## src/rtl/sramPkg.sv

```systemverilog
package sramPkg;
  typedef struct packed {
    logic wrEn;
    logic rdEn;
    logic stall;
  } ctrlStrobe_t;

  typedef enum logic {
    BURST_INTERLEAVED = 1'b0,
    BURST_LINEAR      = 1'b1
  } burstOrder_e;
endpackage

```

## src/rtl/sramBurstSeq.sv

```systemverilog
module sramBurstSeq
  import sramPkg::*;
#(
  parameter int ADDR_W = 6
) (
  input  logic [ADDR_W-1:0] startAddr,
  input  logic [1:0]        beatCnt,
  input  burstOrder_e       order,
  output logic [ADDR_W-1:0] beatAddr
);
  logic [1:0] lowBits;

  always_comb begin
    if (order == BURST_LINEAR) lowBits = 2'(startAddr[1:0] + beatCnt);
    else                       lowBits = startAddr[1:0] ^ beatCnt;
  end

  assign beatAddr = {startAddr[ADDR_W-1:2], lowBits};
endmodule

```

## src/rtl/sramBurstCtrl.sv

```systemverilog
module sramBurstCtrl
  import sramPkg::*;
#(
  parameter int ADDR_W = 6,
  parameter int LANES  = 2
) (
  input  logic              clk,
  input  logic              rstN,
  input  logic [ADDR_W-1:0] addrIn,
  input  logic              selA,
  input  logic              selB,
  input  logic              selC,
  input  logic              adsN,
  input  logic              advN,
  input  logic              globalWrN,
  input  logic              byteWrEnN,
  input  logic [LANES-1:0]  laneWrN,
  input  logic              burstLinear,
  input  logic              sleep,
  output ctrlStrobe_t       strobe,
  output logic [ADDR_W-1:0] beatAddr,
  output logic [LANES-1:0]  laneMask
);
  logic [ADDR_W-1:0] baseAddr, effBase;
  logic [1:0]        cnt, effCnt;
  logic              active, effActive;
  logic              selected, wrAll, wrSome, anyWr;

  assign selected = !selA && selB && !selC;

  always_comb begin
    if (!adsN) begin
      effActive = selected;
      effBase   = addrIn;
      effCnt    = 2'd0;
    end else begin
      effActive = active;
      effBase   = baseAddr;
      effCnt    = 2'(cnt + {1'b0, !advN});
    end
  end

  sramBurstSeq #(.ADDR_W(ADDR_W)) u_seq (
    .startAddr(effBase),
    .beatCnt  (effCnt),
    .order    (burstOrder_e'(burstLinear)),
    .beatAddr (beatAddr)
  );

  assign wrAll  = !globalWrN;
  assign wrSome = !byteWrEnN && (|(~laneWrN));
  assign anyWr  = wrAll || wrSome;

  assign laneMask     = wrAll ? {LANES{1'b1}} : ~laneWrN;
  assign strobe.wrEn  = effActive && !sleep && anyWr;
  assign strobe.rdEn  = effActive && !sleep && !anyWr;
  assign strobe.stall = sleep;

  always_ff @(posedge clk or negedge rstN) begin
    if (!rstN) begin
      baseAddr <= '0;
      cnt      <= 2'd0;
      active   <= 1'b0;
    end else if (!sleep) begin
      baseAddr <= effBase;
      cnt      <= effCnt;
      active   <= effActive;
    end
  end


  start_load_chk: assert property (@(posedge clk) disable iff (!rstN)
    (!sleep && !adsN && selected) |=> (active && cnt == 2'd0 && baseAddr == $past(addrIn)));


  cnt_step_chk: assert property (@(posedge clk) disable iff (!rstN)
    (!sleep && adsN && !advN && active) |=> (cnt == 2'($past(cnt) + 2'd1)));


  deselect_chk: assert property (@(posedge clk) disable iff (!rstN)
    (!sleep && !adsN && !selected) |=> !active);


  sleep_hold_chk: assert property (@(posedge clk) disable iff (!rstN)
    sleep |=> ($stable(cnt) && $stable(baseAddr) && $stable(active)));
endmodule

```

## src/rtl/sramDatapath.sv

```systemverilog
module sramDatapath
  import sramPkg::*;
#(
  parameter int ADDR_W = 6,
  parameter int DATA_W = 16,
  parameter int LANES  = 2
) (
  input  logic              clk,
  input  logic              rstN,
  input  ctrlStrobe_t       strobe,
  input  logic [ADDR_W-1:0] beatAddr,
  input  logic [LANES-1:0]  laneMask,
  input  logic [DATA_W-1:0] dIn,
  output logic [DATA_W-1:0] rdData,
  output logic              rdDrive
);
  localparam int LANE_W = DATA_W / LANES;
  localparam int DEPTH  = 1 << ADDR_W;

  logic [ADDR_W-1:0] rdAddrReg;
  logic              rdPend;
  logic [DATA_W-1:0] rdWord;

  for (genvar g = 0; g < LANES; g++) begin : g_lane
    logic [LANE_W-1:0] laneMem [DEPTH];

    always_ff @(posedge clk) begin
      if (strobe.wrEn && laneMask[g])
        laneMem[beatAddr] <= dIn[g*LANE_W +: LANE_W];
    end

    assign rdWord[g*LANE_W +: LANE_W] = laneMem[rdAddrReg];
  end

  always_ff @(posedge clk or negedge rstN) begin
    if (!rstN) begin
      rdPend    <= 1'b0;
      rdAddrReg <= '0;
      rdData    <= '0;
      rdDrive   <= 1'b0;
    end else if (!strobe.stall) begin
      rdPend    <= strobe.rdEn;
      rdAddrReg <= beatAddr;
      rdData    <= rdWord;
      rdDrive   <= rdPend;
    end
  end


  rd_pipe_chk: assert property (@(posedge clk) disable iff (!rstN)
    (!strobe.stall && strobe.rdEn) |=> rdPend);


  wr_no_drive_chk: assert property (@(posedge clk) disable iff (!rstN)
    (!strobe.stall && strobe.wrEn) |=> !rdPend);


  out_hold_chk: assert property (@(posedge clk) disable iff (!rstN)
    strobe.stall |=> ($stable(rdData) && $stable(rdDrive)));
endmodule

```

## src/rtl/syncBurstSram.sv

```systemverilog
module syncBurstSram
  import sramPkg::*;
#(
  parameter int ADDR_W = 6,
  parameter int DATA_W = 16,
  parameter int LANES  = 2
) (
  input  logic              clk,
  input  logic              rstN,
  input  logic [ADDR_W-1:0] addrIn,
  input  logic              selA,
  input  logic              selB,
  input  logic              selC,
  input  logic              adsN,
  input  logic              advN,
  input  logic              globalWrN,
  input  logic              byteWrEnN,
  input  logic [LANES-1:0]  laneWrN,
  input  logic              burstLinear,
  input  logic              outEnN,
  input  logic              sleep,
  input  logic [DATA_W-1:0] dIn,
  output logic [DATA_W-1:0] dOut,
  output logic              dOe
);
  ctrlStrobe_t       strobe;
  logic [ADDR_W-1:0] beatAddr;
  logic [LANES-1:0]  laneMask;
  logic [DATA_W-1:0] rdData;
  logic              rdDrive;

  sramBurstCtrl #(.ADDR_W(ADDR_W), .LANES(LANES)) u_ctrl (
    .clk(clk), .rstN(rstN), .addrIn(addrIn),
    .selA(selA), .selB(selB), .selC(selC),
    .adsN(adsN), .advN(advN), .globalWrN(globalWrN),
    .byteWrEnN(byteWrEnN), .laneWrN(laneWrN),
    .burstLinear(burstLinear), .sleep(sleep),
    .strobe(strobe), .beatAddr(beatAddr), .laneMask(laneMask)
  );

  sramDatapath #(.ADDR_W(ADDR_W), .DATA_W(DATA_W), .LANES(LANES)) u_dp (
    .clk(clk), .rstN(rstN), .strobe(strobe), .beatAddr(beatAddr),
    .laneMask(laneMask), .dIn(dIn), .rdData(rdData), .rdDrive(rdDrive)
  );

  assign dOe  = rdDrive && !outEnN;
  assign dOut = dOe ? rdData : '0;


  oe_async_chk: assert property (@(posedge clk) disable iff (!rstN)
    outEnN |-> !dOe);
endmodule

```

## config.mk

```make
export PLATFORM = sky130hd
export DESIGN_NAME = syncBurstSram
export DESIGN_NICKNAME = d
export VERILOG_FILES = /design/src/rtl/sramPkg.sv /design/src/rtl/sramBurstSeq.sv /design/src/rtl/sramBurstCtrl.sv /design/src/rtl/sramDatapath.sv /design/src/rtl/syncBurstSram.sv
export SDC_FILE = /design/constraint.sdc
export NUM_CORES = 1
export LEC_CHECK = 0
export BUFFER_PORTS_ARGS = -buffer_cell sky130_fd_sc_hd__buf_4
export CAP_MARGIN = 5
export CORE_MARGIN = 8
export CORE_UTILIZATION = 65
export CTS_CLUSTER_DIAMETER = 80
export DETAILED_ROUTE_END_ITERATION = 10
export GPL_TIMING_DRIVEN = 1
export PLACE_DENSITY = 0.86
export SYNTH_ARGS = -nofsm -noshare
export SYNTH_HDL_FRONTEND = slang
export SYNTH_SLANG_ARGS = --single-unit
```

## constraint.sdc

```tcl
create_clock -name clk -period 4.8 [get_ports clk]
set_input_delay 0.96 -clock clk [delete_from_list [all_inputs] [get_ports clk]]
set_output_delay 0.96 -clock clk [all_outputs]
set_load 0.02 [all_outputs]
```

# == Word-level counts from Yosys, hierarchy flattened ==
# Memory sizes are Yosys's and may differ from the RTL's. A register that Yosys moved wholly into a read port is not among the register bits.
# Cells that the tools add are included.
# word_totals
ramBits,1024
n_memories,2
latch_bits,0
in_bits,36
out_inout_bits,17
regBits,17
mem_bits_ro,0
# memory_table
name,words,word_bits,read_ports,rd_clocked_by_memory_dff,write_ports,line,rtl
u_dp.g_lane[0].laneMem,64,8,1,1,1,sramDatapath.sv:25,logic [LANE_W-1:0] laneMem [DEPTH];
u_dp.g_lane[1].laneMem,64,8,1,1,1,sramDatapath.sv:25,
# classes
add_sub_neg,2
eq_ne,0
n_mux,10
bitwise_logic,2
mul,0
magnitude_cmp,0
div_mod_pow,0
n_shift,0
n_reduce_logical,23
# op_table
operator,n
16-bit two-way mux,1
1-bit logical NOT,12
1-bit logical AND,9
2-bit two-way mux,3
6-bit two-way mux,1
1-bit two-way mux,5
2-bit by 1-bit adder with 2-bit output,1
2-bit adder,1
2-bit inverter,1
2-bit OR reduction,1
2-bit XOR,1
1-bit logical OR,1

# == Logic depth before layout (Yosys ltp) ==
# logic_depth
depth_word,9
ltp_mapped,9

# == Hierarchy ==
# A second synthesis with hierarchy kept.
# unflattened
cells_unflattened,2102
hier_area_um2,41438.5
# by_module_without_submodules
mod,cells_each,instances,area_each_um2,seq_area_each_um2
sramDatapath,2032,1,40669.0,31350.1
sramBurstCtrl,42,1,536.8,225.2
syncBurstSram,19,1,165.2,0.0
sramBurstSeq,9,1,67.6,0.0

# == Worst setup path after synthesis ==
# No wires, ideal clock.
# synth_path
path_type,input -> register
startpoint,in adsN
endpoint,"mem u_dp.g_lane[1].laneMem[39][0] in the netlist's numbering, enable pin"
path_slack_ns,1.587
t_required_ns,4.430
path_buffers,2
cell_stages,8
t_arrival_ns,2.842
path_cell_list,buf_2 -> mux2_2 -> ha_1 -> nand2_1 -> xor2_1 -> nand3_1 -> buf_2 -> nor2_1
# synth_via
word_cells_on_any_way,11
# synth_rtl
element,line,rtl
start: declaration,syncBurstSram.sv:14,"input logic adsN,"
6-bit two-way mux (*),sramBurstCtrl.sv:32,if (!adsN) begin
named net u_ctrl.effBase[0],sramBurstCtrl.sv:24,"logic [ADDR_W-1:0] baseAddr, effBase;"
2-bit adder or 2-bit XOR (tied branches),"sramBurstSeq.sv:14, sramBurstSeq.sv:15",
2-bit two-way mux (*),sramBurstSeq.sv:14,if (order == BURST_LINEAR) lowBits = 2'(startAddr[1:0] + beatCnt);
end: declaration,sramDatapath.sv:25,
# The timed path passes the listed nets; every way through them passes the cells marked *.

==> flow_summary.json <==
{
  "cts.clk_slew.worst_paths_ps": 60,
  "ctsResizeCount": 0,
  "core_area_sq_um": 62600,
  "setup_viol": 0,
  "period_needed_ps": 3730,
  "hp-class": "input port to asynchronous set/reset pin",
  "num_vias": 21800,
  "worstPathArrival_ps": 4230,
  "cp_num_buf_inv": 1,
  "dpl_worst_slack_ps": 670,
  "ctsHoldBuffers": 0,
  "areaGrowthSynthToFinish_pct": 11.1,
  "post_cts_buffers": 0,
  "synthFlopType": "edfxtp_1",
  "ys_ff_latch": 1053,
  "dp_hpwl_mm": 55.5,
  "cellPowerDensity_nw_per_um2": 468,
  "place_congestion": 0.877,
  "placed_area_sq_um": 42400,
  "yosys.area.top_type": "edfxtp_1",
  "wire_per_inst_um": 33.1,
  "start_util_pct": 65.3,
  "ctsLongestPathBuffers": 3,
  "grtUsageTotal_pct": 28.6,
  "synth_nets": 2085,
  "drv_slew": 0,
  "multi_input_area_sq_um": 8940,
  "worstPathMaxFanout": 25,
  "finalSetupTns_ps": 0,
  "critPathRequiredTime_ps": 5310,
  "drive_gt1_share_pct": 22.4,
  "synth_top_area_share_pct": 75.2,
  "worstMarginPinSlew_ps": 1240,
  "grt_pass1_wl_mm": 148,
  "rsz0062_at_grt": "false",
  "yosys-top-cells-count": "1024 x edfxtp_1, 192 x mux4_2, 185 x nor2_1",
  "synth_edf_count": 1024,
  "synth_cell_types": 41,
  "yosys.cell_count.top_type": "edfxtp_1",
  "dieWidth_um": 267,
  "synth_area_leaders": "edfxtp_1 75%, mux4_2 11%, mux2i_1 3.2%",
  "post-route-util_pct": 72.5,
  "cts-root-buf": "clkbuf_16",
  "ys_warn_count": 0,
  "postSynthAreaPerCell_sq_um": 20.0,
  "cts_buffers": 96,
  "finalWirelength_mm": 101,
  "slew_headroom_pct": 17.2,
  "critical_path.top_delay_family": "compound AO/OA/AOI/OAI gates",
  "die_h_um": 267,
  "numPortBuffers": 52,
  "finClkSkew_ps": 31.2,
  "power_mw": 21.3,
  "busiest_layer": "met2",
  "routed_via_density": 7.13,
  "critical_path.max_stage_delay_ps": 880,
  "setup_ws_ps": 1070,
  "outcome": "finished clean",
  "crit_type": "flop to flop",
  "met1_usage_pct": 38.5,
  "critPathLaunchType": "flop",
  "ys_seq_area_share_pct": 77.0,
  "synth-async-reset-ratio_pct": 2.75,
  "peakVddDrop_mv": 0.424,
  "insertion_delay_ps": 660,
  "drt-initial-drc-count": 3292,
  "synthCells": 2047,
  "h-tree-depth": 3,
  "rows": 92,
  "regArea_sq_um": 31500,
  "io_pins": 53,
  "cap_violations": 0,
  "period_share_pct": 77.7,
  "fp.dieArea_sq_um": 71200,
  "grt_max_degree": 101,
  "final_nets": 2177,
  "fillers": 3301,
  "route.detailed.drc": 0,
  "max_freq_mhz": 268,
  "fin_area_sq_um": 45400,
  "first_global_vias": 22100,
  "final_hold_viol_count": 0,
  "cts_sinks": 1053,
  "setup.worst_path.end_class": "flop",
  "drt_pass1_iterations": 8,
  "syn_area_sq_um": 40900,
  "gr-usage-met3_pct": 6.16,
  "overflow": 0,
  "cts_tree": "yes",
  "cp_cell_sequence": "buf_4 > nand4bb_1 > o22ai_1 > a2111oi_0 > nand2_1 > nor2_1 > o21ai_0",
  "p_leak_nw": 14.6,
  "cpMaxStageDelayCell": "dfrtp_2",
  "antenna_found_initial": 2,
  "grt_util_met2_pct": 45.3,
  "detail-route-antenna-nets": 0
}
==> sequential cells by signal (all words and copies together) (netlist names) <==
register             flops
u_dp.g_lane.laneMem   1024
u_dp.rdAddrReg           2
u_ctrl.active            1
u_dp.rdPend              1
u_ctrl.baseAddr          6
u_dp.rdData             16
u_ctrl.cnt               2
u_dp.rdDrive             1
==> power by group <==
part           internal [mW]  leakage, nW  total, mW  switching [mW]
registers               10.2         9.56       10.5           0.292
logic                   1.35         3.57       3.22            1.86
clock network           4.27         1.49       7.60            3.32
==> layout by cell type, fill, tap and decap left out, types with 11 or more instances in the layout <==
cell / n
bufinv_16: 11
clkinv_2: 14
a2111oi_0: 16
clkbuf_1: 15
nor2_1: 184
o22ai_1: 48
clkinv_1: 25
edfxtp_1: 1024
buf_4: 104
a21oi_1: 49
mux2_2: 47
dfrtp_1: 26
nand2_1: 49
clkbuf_16: 96
mux2i_1: 131
and2_1: 19
mux4_2: 192
a22oi_1: 64
a221oi_1: 16
==> layout make-up <==
cell class,count,area share [%]
well taps,846,2.33
clock buffers,112,5.44
multi-input cells,878,19.7
clock inverters,59,1.29
diodes,2,0.0110
inverters,1,0.00826
flip-flops and latches,1053,69.3
repair buffers,109,1.92
==> worst paths after layout <==
kind                                endpoint  cells after the start                from  slack (ps)
min in group clk               u_ctrl.active                      1       u_ctrl.active         490
max in group asynchronous  u_dp.rdAddrReg[0]                      1                rstN        4140
max reg2reg                   u_dp.rdData[7]                      7  u_ctrl.baseAddr[4]        1070
max                           u_dp.rdData[7]                      7  u_ctrl.baseAddr[4]        1070
min reg2reg                    u_ctrl.active                      1       u_ctrl.active         490
min                            u_ctrl.active                      1                rstN         260
==> through the flow <==
stage / hold slack (ps) / instances
final: 265 / 3060
after global routing: 278 / 3058
after CTS: 256 / 3057
after detailed placement: 486 / 2886
after global placement: 460 / 2886
after floorplan: 450 / 2047
==> cell families after synthesis <==
group                      after synthesis  share of synthesized area [%]
DFF                                   1053                           77.0
muxes                                  370                           15.1
and+or+nand+nor                        287                           3.08
AOI/OAI and AO/OA                      215                           3.52
buffers and inverters                  116                           1.22
xor gates and xnor gates                 4                         0.0857
adders and majority gates                2                         0.0612
==> per-layer routing <==
| metal | up-vias | wire [um] |
|---|---|---|
| li1 | 8554 | - |
| met1 | 11000 | 35600 |
| met2 | 1930 | 48400 |
| met3 | 361 | 12000 |
| met4 | 2 | 5270 |
| met5 | - | 12 |
No activity file was read; power rests on OpenSTA's default activity.
